$ cat config.mk
export PLATFORM = sky130hd
export DESIGN_NAME = uart_flow_ctrl
export DESIGN_NICKNAME = d
export VERILOG_FILES = /design/src/rtl/uflow_pkg.sv /design/src/rtl/uflow_level_sel.sv /design/src/rtl/uflow_rts_hyst.sv /design/src/rtl/uflow_sync.sv /design/src/rtl/uflow_tx_gate.sv /design/src/rtl/uart_flow_ctrl.sv
export SDC_FILE = /design/constraint.sdc
export NUM_CORES = 1
export LEC_CHECK = 0
export ABC_AREA = 1
export BUFFER_PORTS_ARGS = -buffer_cell sky130_fd_sc_hd__clkbuf_2
export CORE_AREA = 4 4 41 43
export DETAILED_ROUTE_END_ITERATION = 6
export DIE_AREA = 0 0 45 47
export HOLD_SLACK_MARGIN = 0.15
export PLACE_DENSITY = 0.62
export SLEW_MARGIN = 0
export SYNTH_ARGS = -nofsm -noshare
export SYNTH_HDL_FRONTEND = slang
export SYNTH_SLANG_ARGS = --single-unit
$ cat constraint.sdc
create_clock -name clk -period 0.95 [get_ports clk]
set_input_delay 0.1425 -clock clk [delete_from_list [all_inputs] [get_ports clk]]
set_output_delay 0.1425 -clock clk [all_outputs]
set_load 0.005 [all_outputs]
$ cat src/rtl/uflow_pkg.sv
package uflow_pkg;

  localparam int unsigned BIT_RTS_SW = 1;
  localparam int unsigned BIT_LOOP   = 4;
  localparam int unsigned BIT_ARTS   = 7 - 1;
  localparam int unsigned BIT_ACTS   = 7;

  typedef struct packed {
    logic auto_cts;
    logic auto_rts;
    logic loopback;
    logic rts_sw;
  } flow_ctrl_t;

  function automatic flow_ctrl_t decode_ctrl(input logic [7:0] word);
    flow_ctrl_t f;
    f.auto_cts = word[BIT_ACTS];
    f.auto_rts = word[BIT_ARTS];
    f.loopback = word[BIT_LOOP];
    f.rts_sw   = word[BIT_RTS_SW];
    return f;
  endfunction

endpackage

$ cat src/rtl/uflow_level_sel.sv
module uflow_level_sel #(
  parameter int unsigned CNT_W = 5,
  parameter int unsigned LVL_A = 1,
  parameter int unsigned LVL_B = 4,
  parameter int unsigned LVL_C = 8,
  parameter int unsigned LVL_D = 14
) (
  input  logic [1:0]       trig_sel,
  output logic [CNT_W-1:0] hi_lvl,
  output logic [CNT_W-1:0] lo_lvl
);

  localparam logic [CNT_W-1:0] HA = CNT_W'(LVL_A);
  localparam logic [CNT_W-1:0] HB = CNT_W'(LVL_B);
  localparam logic [CNT_W-1:0] HC = CNT_W'(LVL_C);
  localparam logic [CNT_W-1:0] HD = CNT_W'(LVL_D);

  always_comb begin
    unique case (trig_sel)
      2'd0: begin hi_lvl = HA; lo_lvl = '0; end
      2'd1: begin hi_lvl = HB; lo_lvl = HA; end
      2'd2: begin hi_lvl = HC; lo_lvl = HB; end
      default: begin hi_lvl = HD; lo_lvl = HC; end
    endcase
  end

endmodule

$ cat src/rtl/uflow_rts_hyst.sv
module uflow_rts_hyst #(
  parameter int unsigned CNT_W = 5
) (
  input  logic             clk,
  input  logic             rst_n,
  input  logic             auto_en,
  input  logic             sw_req,
  input  logic [CNT_W-1:0] rx_count,
  input  logic [CNT_W-1:0] hi_lvl,
  input  logic [CNT_W-1:0] lo_lvl,
  output logic             rts_on
);

  logic on_d;
  logic on_q;
  logic at_high;
  logic at_low;

  assign at_high = (rx_count >= hi_lvl);
  assign at_low  = (rx_count <= lo_lvl);

  always_comb begin
    on_d = on_q;
    if (!auto_en) begin
      on_d = sw_req;
    end else if (on_q) begin
      if (at_high) on_d = 1'b0;
    end else begin
      if (at_low) on_d = 1'b1;
    end
  end

  always_ff @(posedge clk or negedge rst_n) begin
    if (!rst_n) on_q <= 1'b0;
    else        on_q <= on_d;
  end

  assign rts_on = on_q;

endmodule

$ cat src/rtl/uflow_sync.sv
module uflow_sync #(
  parameter int unsigned STAGES  = 2,
  parameter logic        RST_VAL = 1'b1
) (
  input  logic clk,
  input  logic rst_n,
  input  logic din,
  output logic dout
);

  logic [STAGES-1:0] chain_q;
  logic [STAGES-1:0] chain_d;

  assign chain_d[0] = din;

  generate
    for (genvar i = 1; i < STAGES; i++) begin : g_stage
      assign chain_d[i] = chain_q[i-1];
    end
  endgenerate

  always_ff @(posedge clk or negedge rst_n) begin
    if (!rst_n) chain_q <= {STAGES{RST_VAL}};
    else        chain_q <= chain_d;
  end

  assign dout = chain_q[STAGES-1];

endmodule

$ cat src/rtl/uflow_tx_gate.sv
module uflow_tx_gate (
  input  logic auto_cts,
  input  logic loopback,
  input  logic ext_cts_n,
  input  logic rts_on,
  input  logic tx_pending,
  input  logic tx_idle,
  output logic tx_start
);

  logic peer_ready;
  logic permit;

  always_comb begin
    if (loopback) peer_ready = rts_on;
    else          peer_ready = ~ext_cts_n;
    permit   = ~auto_cts | peer_ready;
    tx_start = permit & tx_pending & tx_idle;
  end

endmodule

$ cat src/rtl/uart_flow_ctrl.sv
module uart_flow_ctrl
  import uflow_pkg::*;
#(
  parameter int unsigned FIFO_DEPTH  = 16,
  parameter int unsigned CNT_W       = $clog2(FIFO_DEPTH + 1),
  parameter int unsigned LVL_A       = 1,
  parameter int unsigned LVL_B       = 4,
  parameter int unsigned LVL_C       = 8,
  parameter int unsigned LVL_D       = 14,
  parameter int unsigned SYNC_STAGES = 2
) (
  input  logic             clk,
  input  logic             rst_n,
  input  logic [7:0]       ctrl,
  input  logic [1:0]       trig_sel,
  input  logic [CNT_W-1:0] rx_count,
  input  logic             cts_n,
  input  logic             tx_pending,
  input  logic             tx_idle,
  output logic             rts_n,
  output logic             rts_rd,
  output logic             tx_start
);

  flow_ctrl_t       fc;
  logic [CNT_W-1:0] hi_lvl;
  logic [CNT_W-1:0] lo_lvl;
  logic             rts_on;
  logic             cts_sync_n;

  assign fc = decode_ctrl(ctrl);

  uflow_level_sel #(
    .CNT_W(CNT_W), .LVL_A(LVL_A), .LVL_B(LVL_B), .LVL_C(LVL_C), .LVL_D(LVL_D)
  ) u_lvl (
    .trig_sel(trig_sel),
    .hi_lvl  (hi_lvl),
    .lo_lvl  (lo_lvl)
  );

  uflow_rts_hyst #(.CNT_W(CNT_W)) u_rts (
    .clk     (clk),
    .rst_n   (rst_n),
    .auto_en (fc.auto_rts),
    .sw_req  (fc.rts_sw),
    .rx_count(rx_count),
    .hi_lvl  (hi_lvl),
    .lo_lvl  (lo_lvl),
    .rts_on  (rts_on)
  );

  uflow_sync #(.STAGES(SYNC_STAGES), .RST_VAL(1'b1)) u_cts_sync (
    .clk  (clk),
    .rst_n(rst_n),
    .din  (cts_n),
    .dout (cts_sync_n)
  );

  uflow_tx_gate u_gate (
    .auto_cts  (fc.auto_cts),
    .loopback  (fc.loopback),
    .ext_cts_n (cts_sync_n),
    .rts_on    (rts_on),
    .tx_pending(tx_pending),
    .tx_idle   (tx_idle),
    .tx_start  (tx_start)
  );

  assign rts_n  = fc.loopback ? 1'b1 : ~rts_on;
  assign rts_rd = fc.auto_rts ? rts_on : fc.rts_sw;

endmodule

==> metrics.txt <==
status finished with violations; failing checks negative setup slack; Max-slew headroom 0.904; row count 13; Post-Synthesis Cells 60; Yosys reg bits 3; Top-Level Pins 23; Worst R2R End u_rts.rts_on; crit path cell chain nand2_1, o21ai_1, a21oi_1, clkbuf_2; Area Overhead vs Synth 80.7%; worst-margin pin slew 144 ps; CTS tree done; Finished Cell Area approximately 680 um^2; Seq pwr share 0.241; vias in the first global route about 420; endpoints failing hold 0; clk root buf clkbuf_4; sw frac 0.307; initial antenna violation count 0; Clk Latency, worst-skew pair ~230 ps; FILL cells between 100 and 150; die width approximately 45 um; cts bufs inserted 3; Clock Power Share 0.354; CTS H-tree depth 1; GP Congestion 0.663; Seq/Total Area, Yosys 0.206; DRC violations left 0; Setup WS post-layout -227 ps; wire per inst approximately 9.2 um; crit path max fanout 1; Tmin final 1180 ps; Worst setup SP type register; proportion of layout cells with a drive suffix above 1 0.455; Comb pwr share 0.405; Final Max Slew Viols 0; CP Capture Type output port; syn_area_per_cell between 6 and 7 um^2; CP Data Required Time 810 ps; YS warnings 0; PwrDens roughly 900 mW/mm^2; Slowest Stage Delay on Critical Path 500 ps; Int Pwr ~0.00042 W; Core Area about 0.0013 mm^2; commonest non-fill, non-tap cells in the layout 16 x clkbuf_2, 15 x nand2_1, 12 x inv_1, 5 x ha_1, 4 x dlygate4sd3_1; Clock Path Buffers 2; total global routing overflow 0; FF-to-FF Start u_rts.rts_on; clock slew at reported path FFs ~40 ps; Slowest-stage cell, CP dfstp_2; Worst VDD drop ~0.63 mV; global router's overall resource usage 0.0989; DR vias approximately 440; Syn Std Cell Area around 380 um^2; min-delay worst type input pin to async pin; Mapped Nets 87; R2R setup slack ~80 ps; Psw roughly 0.00019 W; Peak Freq about 850 MHz; max-cap violations 0; largest net degree at the start of global routing 6; cell count after placement 94; Die Y between 40 and 50 um; Netlist cell types 13; Antenna diodes 0; Routed Antenna Nets 0; cells on worst reg2reg path 5; final period utilization 1.24; # setup viols final 4; Initial Utilization 0.289; Post-DP Area 543 um^2; LEAKAGE about 0.38 nW; I/O Buffers 18; skew final 2.76 ps; Vias/cell around 4.2; Crit Path Class register to output port; Pre-antenna DRT Iters 3; Initial DRC Count 2; first-pass GRT wire length about 1600 um; most common cell after layout, fill and taps aside clkbuf_2; Sink Count 3; Routed WL about 950 um; NumNets Final between 100 and 150; Die Area 0.00212 mm^2; crit path DAT between 1000 and 1500 ps; RSZ-0062 raised after global routing true; Detail Placement HPWL roughly 750 um; Post-Layout Cell Count 103
[routing by layer]
| layer | up-vias | global-route usage | part of all wire |
|---|---|---|---|
| met5 | - | 0 | 0 |
| met4 | 0 | 0.0175 | 0 |
| met3 | 0 | 0.0345 | 0.022 |
| met2 | 4 | 0.172 | 0.57 |
| met1 | 191 | 0.119 | 0.41 |
| li1 | 241 | - | - |
[state kept, by name, summed over array words and instances, names as in the netlist]
signal / cells
u_cts_sync.chain_q: 2
u_rts.rts_on: 1
[through the flow]
step                TNS (ps)  worst slack [ps]  total power, W  hold slack [ps]  utilization
detailed placement      -457              -457        0.000340            -59.4        0.417
CTS                     -505              -232        0.000604              243        0.504
global route            -754              -301        0.000677              235        0.523
finish                  -512              -227        0.000611              246        0.523
floorplan               -122              -122        0.000261             -153            -
global placement        -417              -417        0.000337            -60.4        0.417
[worst max path at each step]
stage                                     start      endpoint  slack (ps)  cells past startpoint
after CTS                 u_cts_sync.chain_q[1]      tx_start        -230                      4
final                     u_cts_sync.chain_q[1]      tx_start        -230                      4
after global placement              trig_sel[0]  u_rts.rts_on        -420                     12
after floorplan                     trig_sel[0]  u_rts.rts_on        -120                     12
after detailed placement            trig_sel[0]  u_rts.rts_on        -460                     12
after global routing      u_cts_sync.chain_q[1]      tx_start        -300                      4
[critical path, delay by kind of cell, from the launching register on]
kind,cells,cell delay [ps]
flip-flops,1,500
AO/OA/AOI/OAI,2,140
AND/OR/NAND/NOR,1,40
buffers and inverters,1,110
[cell type report]
cell class              count  area (um^2)  area share
clock buffers               4         26.3      0.0386
inverters                  15         68.8       0.101
flip-flops and latches      3         77.6       0.114
multi-input cells          42          312       0.458
well taps                  15         18.8      0.0276
repair buffers             24          178       0.261
[cell usage after synthesis, drive strengths merged]
| library cell | n | area [um^2] |
|---|---|---|
| a21oi | 2 | 13.8 |
| dfrtp | 1 | 25.0 |
| dfstp | 2 | 52.6 |
| ha | 7 | 87.6 |
| inv | 15 | 56.3 |
| nand2 | 18 | 67.6 |
| nand3 | 3 | 15.0 |
| nand3b | 1 | 7.51 |
| nand4 | 2 | 12.5 |
| nor2 | 6 | 22.5 |
| o21ai | 2 | 10.0 |
| or2 | 1 | 6.26 |
[power groups by stage]
stage / sequential [W] / clock (W) / combinational [W]
finish: 0.000147 / 0.000216 / 0.000247
detailed placement: 0.000148 / 0 / 0.000192
global placement: 0.000147 / 0 / 0.000190
floorplan: 0.000146 / 0 / 0.000115
CTS: 0.000145 / 0.000227 / 0.000232
global route: 0.000147 / 0.000249 / 0.000280
[kinds of logic after synthesis]
| family | count (synthesis) | share of synthesized area |
|---|---|---|
| AOI/OAI and AO/OA | 4 | 0.0631 |
| adders and majority gates | 7 | 0.233 |
| buffers and inverters | 15 | 0.149 |
| DFF | 3 | 0.206 |
| and+or+nand+nor | 31 | 0.349 |
[repair_timing]
action                                 4_1_cts  5_1_grt
buffers inserted                             1        0
setup endpoints to repair                    4        4
hold buffers                                 4        0
cloned                                       0        0
gates resized for setup                     10        7
endpoints found under the hold margin        5        0
pin swaps                                   10        6
Note: power is estimated with default switching activity, not from simulation.
